[config.mk]
export PLATFORM = sky130hd
export DESIGN_NAME = ring_gate_ctl
export DESIGN_NICKNAME = d
export VERILOG_FILES = /design/src/rtl/ring_gate_pkg.sv /design/src/rtl/rg_seg_regs.sv /design/src/rtl/rg_gate_ram.sv /design/src/rtl/rg_ret_stack.sv /design/src/rtl/rg_call_check.sv /design/src/rtl/ring_gate_ctl.sv
export SDC_FILE = /design/constraint.sdc
export NUM_CORES = 1
export LEC_CHECK = 0
export CAP_MARGIN = 20
export CORE_AREA = 2 2 189 191
export CTS_BUF_LIST = sky130_fd_sc_hd__clkbuf_2 sky130_fd_sc_hd__clkbuf_4 sky130_fd_sc_hd__clkbuf_8
export DETAILED_ROUTE_END_ITERATION = 7
export DIE_AREA = 0 0 191 193
export DONT_BUFFER_PORTS = 1
export PLACE_DENSITY = 0.7
export SYNTH_ARGS = -nofsm -noshare
export SYNTH_HDL_FRONTEND = slang
export SYNTH_SLANG_ARGS = --single-unit
[constraint.sdc]
create_clock -name clk -period 3.9 [get_ports clk]
set_input_delay 1.17 -clock clk [delete_from_list [all_inputs] [get_ports clk]]
set_output_delay 1.17 -clock clk [all_outputs]
set_load 0.05 [all_outputs]
[src/rtl/ring_gate_pkg.sv]
package ring_gate_pkg;
   typedef enum logic [2:0] {
      RG_NONE      = 3'd0,
      RG_BAD_GATE  = 3'd1,
      RG_BAD_RING  = 3'd2,
      RG_STK_FULL  = 3'd3,
      RG_STK_EMPTY = 3'd4,
      RG_RET_RING  = 3'd5
   } rg_fault_e;
endpackage

[src/rtl/rg_seg_regs.sv]
// Per-segment descriptor file: gate count, execution ring, call bracket.
module rg_seg_regs #(
   parameter int SEG_CNT = 4,
   parameter int SEG_W   = 2,
   parameter int GATE_W  = 3,
   parameter int RING_W  = 3
) (
   input  logic              clk,
   input  logic              rst_n,
   input  logic              cfg_we,
   input  logic [SEG_W-1:0]  cfg_seg,
   input  logic [GATE_W-1:0] cfg_ngates,
   input  logic [RING_W-1:0] cfg_xring,
   input  logic [RING_W-1:0] cfg_cbrk,
   input  logic [SEG_W-1:0]  rd_seg,
   output logic [GATE_W-1:0] rd_ngates,
   output logic [RING_W-1:0] rd_xring,
   output logic [RING_W-1:0] rd_cbrk
);
   logic [SEG_CNT-1:0][GATE_W-1:0] ng_v;
   logic [SEG_CNT-1:0][RING_W-1:0] xr_v;
   logic [SEG_CNT-1:0][RING_W-1:0] cb_v;

   for (genvar s = 0; s < SEG_CNT; s++) begin : g_seg
      logic [GATE_W-1:0] ng_r;
      logic [RING_W-1:0] xr_r;
      logic [RING_W-1:0] cb_r;
      logic              hit;
      assign hit = cfg_we && (cfg_seg == SEG_W'(s));
      always_ff @(posedge clk) begin
         if (!rst_n) begin
            ng_r <= '0;
            xr_r <= '0;
            cb_r <= '0;
         end else if (hit) begin
            ng_r <= cfg_ngates;
            xr_r <= cfg_xring;
            cb_r <= cfg_cbrk;
         end
      end
      assign ng_v[s] = ng_r;
      assign xr_v[s] = xr_r;
      assign cb_v[s] = cb_r;
   end

   always_comb begin
      rd_ngates = '0;
      rd_xring  = '0;
      rd_cbrk   = '0;
      for (int s = 0; s < SEG_CNT; s++) begin
         if (rd_seg == SEG_W'(s)) begin
            rd_ngates = ng_v[s];
            rd_xring  = xr_v[s];
            rd_cbrk   = cb_v[s];
         end
      end
   end
endmodule

[src/rtl/rg_gate_ram.sv]
// Gate entry table: synchronous-read RAM, gate words numbered from 1.
module rg_gate_ram #(
   parameter int SEG_CNT  = 4,
   parameter int SEG_W    = 2,
   parameter int GATE_MAX = 4,
   parameter int GATE_W   = 3,
   parameter int ADDR_W   = 16
) (
   input  logic              clk,
   input  logic              wr_en,
   input  logic [SEG_W-1:0]  wr_seg,
   input  logic [GATE_W-1:0] wr_word,
   input  logic [ADDR_W-1:0] wr_data,
   input  logic              rd_en,
   input  logic [SEG_W-1:0]  rd_seg,
   input  logic [GATE_W-1:0] rd_word,
   output logic [ADDR_W-1:0] rd_data
);
   localparam int WORDS = SEG_CNT * GATE_MAX;
   localparam int IDX_W = (WORDS > 1) ? $clog2(WORDS) : 1;

   logic [ADDR_W-1:0] mem [WORDS];

   function automatic logic [IDX_W-1:0] idx_of(input logic [SEG_W-1:0] s,
                                                input logic [GATE_W-1:0] w);
      int unsigned t;
      t = int'(s) * GATE_MAX + int'(w) - 1;
      return IDX_W'(t);
   endfunction

   logic wr_ok;
   assign wr_ok = wr_en && (wr_word != '0) && (int'(wr_word) <= GATE_MAX)
                  && (int'(wr_seg) < SEG_CNT);

   always_ff @(posedge clk) begin
      if (wr_ok) mem[idx_of(wr_seg, wr_word)] <= wr_data;
      if (rd_en) rd_data <= mem[idx_of(rd_seg, rd_word)];
   end
endmodule

[src/rtl/rg_ret_stack.sv]
// Bounded last-in first-out stack of {return address, ring}.
module rg_ret_stack #(
   parameter int DEPTH = 4,
   parameter int ENT_W = 19
) (
   input  logic             clk,
   input  logic             rst_n,
   input  logic             push,
   input  logic             pop,
   input  logic [ENT_W-1:0] push_data,
   output logic [ENT_W-1:0] top_data,
   output logic             full,
   output logic             empty
);
   localparam int CNT_W = $clog2(DEPTH + 1);
   localparam int PTR_W = $clog2(DEPTH);

   logic [ENT_W-1:0] mem [DEPTH];
   logic [CNT_W-1:0] cnt;

   assign full     = (cnt == CNT_W'(DEPTH));
   assign empty    = (cnt == '0);
   assign top_data = mem[PTR_W'(cnt - CNT_W'(1))];

   always_ff @(posedge clk) begin
      if (!rst_n) begin
         cnt <= '0;
      end else if (push && !full) begin
         mem[PTR_W'(cnt)] <= push_data;
         cnt <= cnt + CNT_W'(1);
      end else if (pop && !empty) begin
         cnt <= cnt - CNT_W'(1);
      end
   end

   AST_NO_OVERFLOW: assert property (@(posedge clk) disable iff (!rst_n)
      !(push && full));
   AST_NO_UNDERFLOW: assert property (@(posedge clk) disable iff (!rst_n)
      !(pop && empty));
   AST_ONE_OP: assert property (@(posedge clk) disable iff (!rst_n)
      !(push && pop));
endmodule

[src/rtl/rg_call_check.sv]
// Admission decision for a call or a return, with fault priority.
module rg_call_check
   import ring_gate_pkg::*;
#(
   parameter int GATE_W = 3,
   parameter int RING_W = 3
) (
   input  logic              call_req,
   input  logic              ret_req,
   input  logic [GATE_W-1:0] gate,
   input  logic [GATE_W-1:0] ngates,
   input  logic [RING_W-1:0] xring,
   input  logic [RING_W-1:0] cbrk,
   input  logic [RING_W-1:0] cur_ring,
   input  logic              stk_full,
   input  logic              stk_empty,
   input  logic [RING_W-1:0] saved_ring,
   output logic              call_ok,
   output logic              ret_ok,
   output rg_fault_e         code
);
   logic gate_bad, ring_bad;
   assign gate_bad = (gate == '0) || (gate > ngates);
   assign ring_bad = !((xring < cur_ring) && (cur_ring <= cbrk));

   always_comb begin
      call_ok = 1'b0;
      ret_ok  = 1'b0;
      code    = RG_NONE;
      if (call_req) begin
         if (gate_bad)      code = RG_BAD_GATE;
         else if (ring_bad) code = RG_BAD_RING;
         else if (stk_full) code = RG_STK_FULL;
         else               call_ok = 1'b1;
      end else if (ret_req) begin
         if (stk_empty)                  code = RG_STK_EMPTY;
         else if (saved_ring < cur_ring) code = RG_RET_RING;
         else                            ret_ok = 1'b1;
      end
   end
endmodule

[src/rtl/ring_gate_ctl.sv]
module ring_gate_ctl
   import ring_gate_pkg::*;
#(
   parameter int SEG_CNT  = 4,
   parameter int GATE_MAX = 4,
   parameter int RING_W   = 3,
   parameter int ADDR_W   = 16,
   parameter int DEPTH    = 4,
   parameter int SEG_W    = $clog2(SEG_CNT),
   parameter int GATE_W   = $clog2(GATE_MAX + 1)
) (
   input  logic              clk,
   input  logic              rst_n,
   input  logic              cfg_we,
   input  logic [SEG_W-1:0]  cfg_seg,
   input  logic [GATE_W-1:0] cfg_ngates,
   input  logic [RING_W-1:0] cfg_xring,
   input  logic [RING_W-1:0] cfg_cbrk,
   input  logic              gt_we,
   input  logic [SEG_W-1:0]  gt_seg,
   input  logic [GATE_W-1:0] gt_word,
   input  logic [ADDR_W-1:0] gt_data,
   input  logic              call_req,
   input  logic [SEG_W-1:0]  call_seg,
   input  logic [GATE_W-1:0] call_gate,
   input  logic [ADDR_W-1:0] ret_addr,
   input  logic              ret_req,
   input  logic [RING_W-1:0] cur_ring,
   output logic              done_o,
   output logic              fault_o,
   output logic [2:0]        fault_code_o,
   output logic [ADDR_W-1:0] pc_o,
   output logic [RING_W-1:0] ring_o
);
   localparam int ENT_W = ADDR_W + RING_W;

   if (SEG_CNT < 2) begin : g_bad_seg
      $error("SEG_CNT must be at least 2");
   end
   if (DEPTH < 2) begin : g_bad_depth
      $error("DEPTH must be at least 2");
   end
   if (GATE_MAX < 1) begin : g_bad_gate
      $error("GATE_MAX must be at least 1");
   end
   if (RING_W < 1 || ADDR_W < 1) begin : g_bad_width
      $error("RING_W and ADDR_W must be positive");
   end

   logic [GATE_W-1:0] d_ngates;
   logic [RING_W-1:0] d_xring, d_cbrk;

   rg_seg_regs #(.SEG_CNT(SEG_CNT), .SEG_W(SEG_W), .GATE_W(GATE_W), .RING_W(RING_W)) u_desc (
      .clk(clk), .rst_n(rst_n), .cfg_we(cfg_we), .cfg_seg(cfg_seg),
      .cfg_ngates(cfg_ngates), .cfg_xring(cfg_xring), .cfg_cbrk(cfg_cbrk),
      .rd_seg(call_seg), .rd_ngates(d_ngates), .rd_xring(d_xring), .rd_cbrk(d_cbrk));

   logic             stk_full, stk_empty;
   logic [ENT_W-1:0] stk_top;
   logic             call_ok, ret_ok;
   rg_fault_e        chk_code;

   rg_call_check #(.GATE_W(GATE_W), .RING_W(RING_W)) u_chk (
      .call_req(call_req), .ret_req(ret_req), .gate(call_gate),
      .ngates(d_ngates), .xring(d_xring), .cbrk(d_cbrk), .cur_ring(cur_ring),
      .stk_full(stk_full), .stk_empty(stk_empty),
      .saved_ring(stk_top[RING_W-1:0]),
      .call_ok(call_ok), .ret_ok(ret_ok), .code(chk_code));

   rg_ret_stack #(.DEPTH(DEPTH), .ENT_W(ENT_W)) u_stk (
      .clk(clk), .rst_n(rst_n), .push(call_ok), .pop(ret_ok),
      .push_data({ret_addr, cur_ring}), .top_data(stk_top),
      .full(stk_full), .empty(stk_empty));

   logic [ADDR_W-1:0] gate_pc;

   rg_gate_ram #(.SEG_CNT(SEG_CNT), .SEG_W(SEG_W), .GATE_MAX(GATE_MAX),
                 .GATE_W(GATE_W), .ADDR_W(ADDR_W)) u_gates (
      .clk(clk), .wr_en(gt_we), .wr_seg(gt_seg), .wr_word(gt_word), .wr_data(gt_data),
      .rd_en(call_ok), .rd_seg(call_seg), .rd_word(call_gate), .rd_data(gate_pc));

   logic              done_q, fault_q, from_call_q;
   logic [2:0]        code_q;
   logic [ADDR_W-1:0] ret_pc_q;
   logic [RING_W-1:0] ring_q;

   always_ff @(posedge clk) begin
      if (!rst_n) begin
         done_q      <= 1'b0;
         fault_q     <= 1'b0;
         code_q      <= 3'd0;
         from_call_q <= 1'b0;
         ret_pc_q    <= '0;
         ring_q      <= '0;
      end else begin
         done_q  <= call_ok || ret_ok;
         fault_q <= (chk_code != RG_NONE);
         code_q  <= chk_code;
         if (call_ok) begin
            from_call_q <= 1'b1;
            ring_q      <= d_xring;
         end else if (ret_ok) begin
            from_call_q <= 1'b0;
            ret_pc_q    <= stk_top[ENT_W-1:RING_W];
            ring_q      <= stk_top[RING_W-1:0];
         end
      end
   end

   assign done_o       = done_q;
   assign fault_o      = fault_q;
   assign fault_code_o = code_q;
   assign pc_o         = from_call_q ? gate_pc : ret_pc_q;
   assign ring_o       = ring_q;

   AST_ZERO_GATE: assert property (@(posedge clk) disable iff (!rst_n)
      call_req && (call_gate == '0) |=> fault_o && (fault_code_o == 3'd1));
   AST_CALL_LOWERS_RING: assert property (@(posedge clk) disable iff (!rst_n)
      done_o && $past(call_req) |-> ring_o < $past(cur_ring));
   AST_RET_NOT_UP: assert property (@(posedge clk) disable iff (!rst_n)
      done_o && $past(ret_req && !call_req) |-> ring_o >= $past(cur_ring));
   AST_DONE_XOR_FAULT: assert property (@(posedge clk) disable iff (!rst_n)
      !(done_o && fault_o));
   AST_FAULT_HOLDS: assert property (@(posedge clk) disable iff (!rst_n)
      fault_o |-> (ring_o == $past(ring_o)) && (pc_o == $past(pc_o)));
   AST_QUIET_CODE: assert property (@(posedge clk) disable iff (!rst_n)
      !fault_o |-> fault_code_o == 3'd0);
   AST_IDLE: assert property (@(posedge clk) disable iff (!rst_n)
      !call_req && !ret_req |=> !done_o && !fault_o);
endmodule

**Yosys cells after proc, flatten, opt, wreduce, memory -nomap -nowiden**

Memory sizes are Yosys's and may differ from the RTL's. A register that Yosys moved wholly into a read port is not among the register bits.
Index checks and enable logic that the tools add are counted.

- Register bits: 64
- Memories kept: 2
- Output and inout bits: 24
- Bits in writable memories: 332
- Bits of input ports: 62
- Logic and storage cells: 101

- Equal/unequal tests: 7
- $lt $le $gt $ge: 5
- Add/subtract/negate cells: 6
- Bitwise gates (word level): 1
- Mux-type cells: 39
- Reductions and logical operators: 22

Memories:

| name | words | width | rd ports | clocked after Yosys merged registers in | wr ports | line | text |
|---|---|---|---|---|---|---|---|
| u_gates.mem | 16 | 16 | 1 | 1 | 1 | rg_gate_ram.sv:22 | `logic [ADDR_W-1:0] mem [WORDS];` |
| u_stk.mem | 4 | 19 | 1 | 0 | 1 | rg_ret_stack.sv:18 | `logic [ENT_W-1:0] mem [DEPTH];` |

Operators with widths:

| operator | count |
|---|---|
| $mux 3 | 22 |
| $mux 16 | 1 |
| $mux 1 | 15 |
| $logic_and 1x1->1 | 9 |
| $add 4x3->4 | 2 |
| $eq 2x2->1 const B | 4 |
| $sub 4x2->4 const B | 2 |
| $logic_not 3->1 | 2 |
| $lt 3x3->1 | 2 |
| $reduce_bool 3->1 | 2 |
| $eq 2x1->1 const B | 2 |
| $logic_not 2->1 | 2 |
| $reduce_bool 2->1 | 2 |
| $add 3x1->3 const B | 1 |
| $eq 3x3->1 const B | 1 |
| $gt 3x3->1 | 1 |
| $le 3x3->1 | 1 |
| $le 3x3->1 const B | 1 |
| $sub 3x1->3 const B | 1 |
| $logic_not 1->1 | 2 |
| $logic_or 1x1->1 | 2 |
| $mux 2 | 1 |
| $reduce_and 2->1 | 1 |
| $not 1->1 | 1 |

**Depth between registers and ports, before layout**

- Depth in word-level cells: 14
- Depth in mapped cells: 14
- Mapped depth without buffers: 10

**Modules after synthesis**

Synthesis repeated with hierarchy kept, for this count alone.

- Cells, all modules: 878
- Area total of the unflattened synthesis: 16821.1 µm²

By module, submodules not included:

| module | cells each | sequential area each (µm²) | area an instance (µm²) | instances |
|---|---|---|---|---|
| rg_gate_ram | 443 | 8167.8 | 10689.0 | 1 |
| rg_ret_stack | 133 | 2342.2 | 3034.2 | 1 |
| rg_seg_regs | 141 | 720.7 | 1556.5 | 1 |
| ring_gate_ctl | 117 | 500.5 | 1168.6 | 1 |
| rg_call_check | 44 | 0.0 | 372.9 | 1 |

**Least setup slack after synthesis**

OpenSTA, ideal clock, no wires.

- Kind: input to register
- Start point: in call_seg[1]
- End point: mem u_stk.mem[0][0], enable pin
- Path slack: -0.272 ns
- Path buffers: 2
- Library setup time: 0.377 ns
- Arrival time: 3.795 ns
- Stages on the path: 9
- Data required time: 3.523 ns
- Cell sequence: buf_2 mux4_2 inv_1 ha_1 a211oi_1 o211ai_2 nor3_4 buf_4 and3_1

- Word-level cells in the longest chain between the ends: 14
- Elaborated cells on any way between the ends: 28
- Those cells by class: 3 x order compare; 3 x eq/ne; 18 x mux; 4 x reduce/logical

RTL lines:

| item | line | text |
|---|---|---|
| start, declared | ring_gate_ctl.sv:24 | `input logic [SEG_W-1:0] call_seg,` |
| $logic_not 2->1 | rg_seg_regs.sv:51 | `if (rd_seg == SEG_W'(s)) begin` |
| $mux 3 (4 in series) | rg_seg_regs.sv:51 |  |
| $lt 3x3->1 or $le 3x3->1 (tied branches) | rg_call_check.sv:24 | `assign ring_bad = !((xring < cur_ring) && (cur_ring <= cbrk));` |
| $logic_and 1x1->1 | rg_call_check.sv:24 |  |
| $mux 1 | rg_call_check.sv:32 | `else if (ring_bad) code = RG_BAD_RING;` |
| $mux 1 * | rg_call_check.sv:31 | `if (gate_bad) code = RG_BAD_GATE;` |
| $mux 1 * | rg_call_check.sv:30 | `if (call_req) begin` |
| via call_ok | ring_gate_ctl.sv:60 | `logic call_ok, ret_ok;` |
| $logic_and 1x1->1 * | rg_ret_stack.sv:28 | `end else if (push && !full) begin` |
| $mux 1 * | rg_ret_stack.sv:28 |  |
| $mux 1 * | rg_ret_stack.sv:26 | `if (!rst_n) begin` |
| $mux 1 (implied by the code) * | rg_ret_stack.sv:29 | `mem[PTR_W'(cnt)] <= push_data;` |
| end, declared | rg_ret_stack.sv:18 |  |

The timed path passes the listed nets; every way through them passes the cells marked *.

**Worst setup path in the final report**

- Start point: reg u_stk.cnt[0]
- End point: reg u_stk.cnt[2]

- Word-level cells in the longest chain between the ends: 9
- Elaborated cells on any way between the ends: 21
- Those cells by class: 2 x add/sub; 1 x order compare; 1 x eq/ne; 10 x mux; 6 x reduce/logical; 1 x memory

RTL lines:

| item | line | text |
|---|---|---|
| start, declared | rg_ret_stack.sv:19 | `logic [CNT_W-1:0] cnt;` |
| start signal, assigned | rg_ret_stack.sv:30 | `cnt <= cnt + CNT_W'(1);` |
| start signal, assigned | rg_ret_stack.sv:32 | `cnt <= cnt - CNT_W'(1);` |
| $sub 3x1->3 | rg_ret_stack.sv:23 | `assign top_data = mem[PTR_W'(cnt - CNT_W'(1))];` |
| $mem_v2 4x19 | n/a |  |
| $lt 3x3->1 | rg_call_check.sv:37 | `else if (saved_ring < cur_ring) code = RG_RET_RING;` |
| $mux 1 | rg_call_check.sv:37 |  |
| $mux 1 | rg_call_check.sv:36 | `if (stk_empty) code = RG_STK_EMPTY;` |
| $mux 1 | rg_call_check.sv:35 | `end else if (ret_req) begin` |
| $mux 1 | rg_call_check.sv:30 |  |
| $logic_and 1x1->1 | rg_ret_stack.sv:31 | `end else if (pop && !empty) begin` |
| $reduce_bool 2->1 (no source line) | n/a |  |

Several ways; a longest one is shown, not always the timed one. The select of a mux whose other input is x is not followed.
A chain may end at the register's enable or synchronous reset.

==> metrics.md <==
| Metric | Value |
|---|---|
| Outcome | completed |
| Post-DP HPWL | 19,600 um |
| Lkg Pwr | 5.96 nW |
| Port Buffers | 0 |
| Hold_ws | 454 ps |
| Count leader, synth | edfxtp_1 |
| Placed Area | 0.0169 mm2 |
| Buffers & Inverters on Critical Path | 2 |
| WL/cell | 23.1 um |
| Seq/Total Area, Yosys | 72.4% |
| Clk slew on worst S/H paths | 60 ps |
| Area delta synth->final | 12.7% |
| Cells after Synth | 843 |
| Fmax | 0.284 GHz |
| Clock Skew | 24.9 ps |
| Total routed wirelength | 32,700 um |
| Cell taking the most area after synthesis | edfxtp_1 |
| RSZ-0062 raised after global routing | no |
| ANT cells | 0 |
| Pre-antenna DRT Iters | 5 |
| Layout cell share with drive strength beyond 1 | 30.5% |
| Sw frac | 22.2% |
| Final Core Density | 52.2% |
| Largest cells by area after synthesis | edfxtp_1 (64%), mux4_2 (15%), dfxtp_1 (7.9%) |
| Starting DRC count in detailed routing | 655 |
| Ys async rst share | 0% |
| Pin slew with the least headroom to its limit | 1060 ps |
| Pwr/cell area | 511 mW/mm2 |
| Slowest-stage cell, CP | nor2_4 |
| Comb power frac | 7.2% |
| Nets | 987 |
| Crit Path Category | reg -> reg |
| CP top delay family | simple AND/OR/NAND/NOR gates |
| CTS root buf | clkbuf_8 |
| Critical Path RT | 4400 ps |
| Maximum vdd drop | 0.285 mV |
| Vias in the first global route | 7,925 |
| Crit start category | flop |
| H-tree levels | 3 |
| Syn Area/Cell | 19.2 um2 |
| Slew headroom | 29.1% |
| Die H | 193 um |
| Commonest cells in the synthesized netlist | edfxtp_1 (348), mux4_2 (106), dfxtp_1 (64) |
| Final setup viols | 0 |
| Remaining DRCs | 0 |
| Starting Density | 46.3% |
| Period utilization | 90.3% |
| First-pass GRT wire length | 48,700 um |
| Grt ovf | 0 |
| Mapped Nets | 927 |
| Placement row count | 69 |
| Die X-Extent | 191 um |
| Total GRT Usage | 18.0% |
| Gpl congestion | 0.749 |
| #FFs+latches synth | 412 |
| Post-synth top area share | 64.5% |
| Post-cts sizing count | 0 |
| Antenna-violating nets left | 0 |
| Fin. max-slew vios | 0 |
| Crit Path Max Fanout | 30 |
| Critical Path End Type | flop |
| Finished Cell Area | 0.0183 mm2 |
| Int Power | 7.26 mW |
| CTS buffer count | 68 |
| Most frequent CP cell | ha_1 |
| Switching power | 2.07 mW |
| Vias per cell | 5.58 |
| Min Tclk post-route | 3520 ps |
| Ys Warns | 0 |
| Sequential power share | 53.1% |
| Max-cap violations | 0 |
| Clock latency on the worst-skew pair | 590 ps |
| Yosys cell types | 45 |
| Via count | 7,897 |
| Initial antenna violation count | 1 |
| Die area | 0.0369 mm2 |
| Clock network power share | 39.7% |
| TritonCTS clock tree | built |
| Total Power | 9.33 mW |
| Primary FF master, synth | edfxtp_1 |
| Crit path DAT | 4030 ps |
| Synthesized area | 0.0162 mm2 |
| Clock sinks | 412 |
| Endpoints failing hold | 0 |
| Core area | 0.0350 mm2 |
| CP max stage delay | 720 ps |
| I/O pins | 86 |
| Pin count of the biggest net entering global routing | 67 |
| Cell Chain, Critical Path | inv_1 -> ha_1 -> buf_4 -> mux4_2 -> ha_1 -> nand2_1 -> a31oi_1 -> a221oi_2 -> nor2_4 -> mux2i_1 -> a211oi_2 |
| Min-delay worst type | reg -> reg |
| CTS Buffer Depth | 3 |
| Post-cts hold buffer count | 0 |
| Setup Buffers After CTS | 0 |
| Post-synth EDFFs | 348 |
[metal layers]
metal | wire length, um | global-route usage, % | vias up | part of all wire (%)
li1 | - | - | 3482 | -
met5 | 0 | 0 | - | 0
met1 | 13300 | 23.5 | 4106 | 41
met3 | 2650 | 5.72 | 46 | 8.1
met2 | 16200 | 29.1 | 263 | 49
met4 | 528 | 5.64 | 0 | 1.6
[cells in the final DEF, fill, tap and decap left out, drive strengths merged, types with 20 or more instances in the layout]
cell	synthesis	routed
nand2	45	45
a21oi	23	23
mux4	106	106
buf	17	30
edfxtp	348	348
ha	20	20
inv	22	26
nor2	57	57
dfxtp	64	64
mux2i	41	41
clkbuf	23	98
[worst min-delay path: cells and delay by family, from the launching register on]
kind / cells / cell delay, ps
flip-flops: 1 / 310
AO/OA/AOI/OAI: 1 / 50
AND/OR/NAND/NOR: 1 / 50
[kinds of logic after synthesis]
family | share of synthesized area, %
mux | 18.4
flops | 72.4
compound gates | 1.74
xor+xnor | 0.263
fa+ha+maj | 1.79
simple gates | 3.76
buf+inv | 1.67
[final cells by class]
cell class,count,area (um2)
Clock buffer,98,1190
Clock inverter,24,163
Fill cell,2759,16700
Inverter,23,86.3
Multi-Input combinational cell,368,4270
Sequential cell,412,11700
Tap cell,461,577
Timing Repair Buffer,30,258
[power groups by stage]
stage / logic [mW] / clock network (mW) / registers, mW
CTS: 0.664 / 3.81 / 4.95
floorplan: 0.537 / 0 / 5.02
global placement: 0.647 / 0 / 5.04
finish: 0.667 / 3.71 / 4.95
global route: 0.713 / 4.01 / 4.96
detailed placement: 0.662 / 0 / 5.05
[through the flow]
stage	worst slack, ps	instances	TNS, ps
final	378	1416	0
after detailed placement	48.7	1293	0
after global routing	125	1416	0
after global placement	85.2	1293	0
after floorplan	-70.1	843	-5330
after CTS	358	1415	0
[sequential cells by signal, indices dropped and copies added (netlist names)]
name               cells
u_desc.g_seg.ng_r     12
fault_code_o           3
u_desc.g_seg.xr_r     12
from_call_q            1
u_desc.g_seg.cb_r     12
u_gates.mem          256
ring_o                 3
fault_o                1
done_o                 1
u_stk.cnt              3
ret_pc_q              16
u_gates.rd_data       16
u_stk.mem             76
[worst paths after layout]
path,from,end,slack (ps),depth (start not counted)
worst min register to register,u_desc.g_seg[2].xr_r[0],u_desc.g_seg[2].xr_r[0],450,2
worst max register to register,u_stk.cnt[0],u_stk.cnt[2],380,11
worst min-delay path,u_desc.g_seg[2].xr_r[0],u_desc.g_seg[2].xr_r[0],450,2
worst max-delay path,u_stk.cnt[0],u_stk.cnt[2],380,11
No activity file was read; power rests on OpenSTA's default activity.
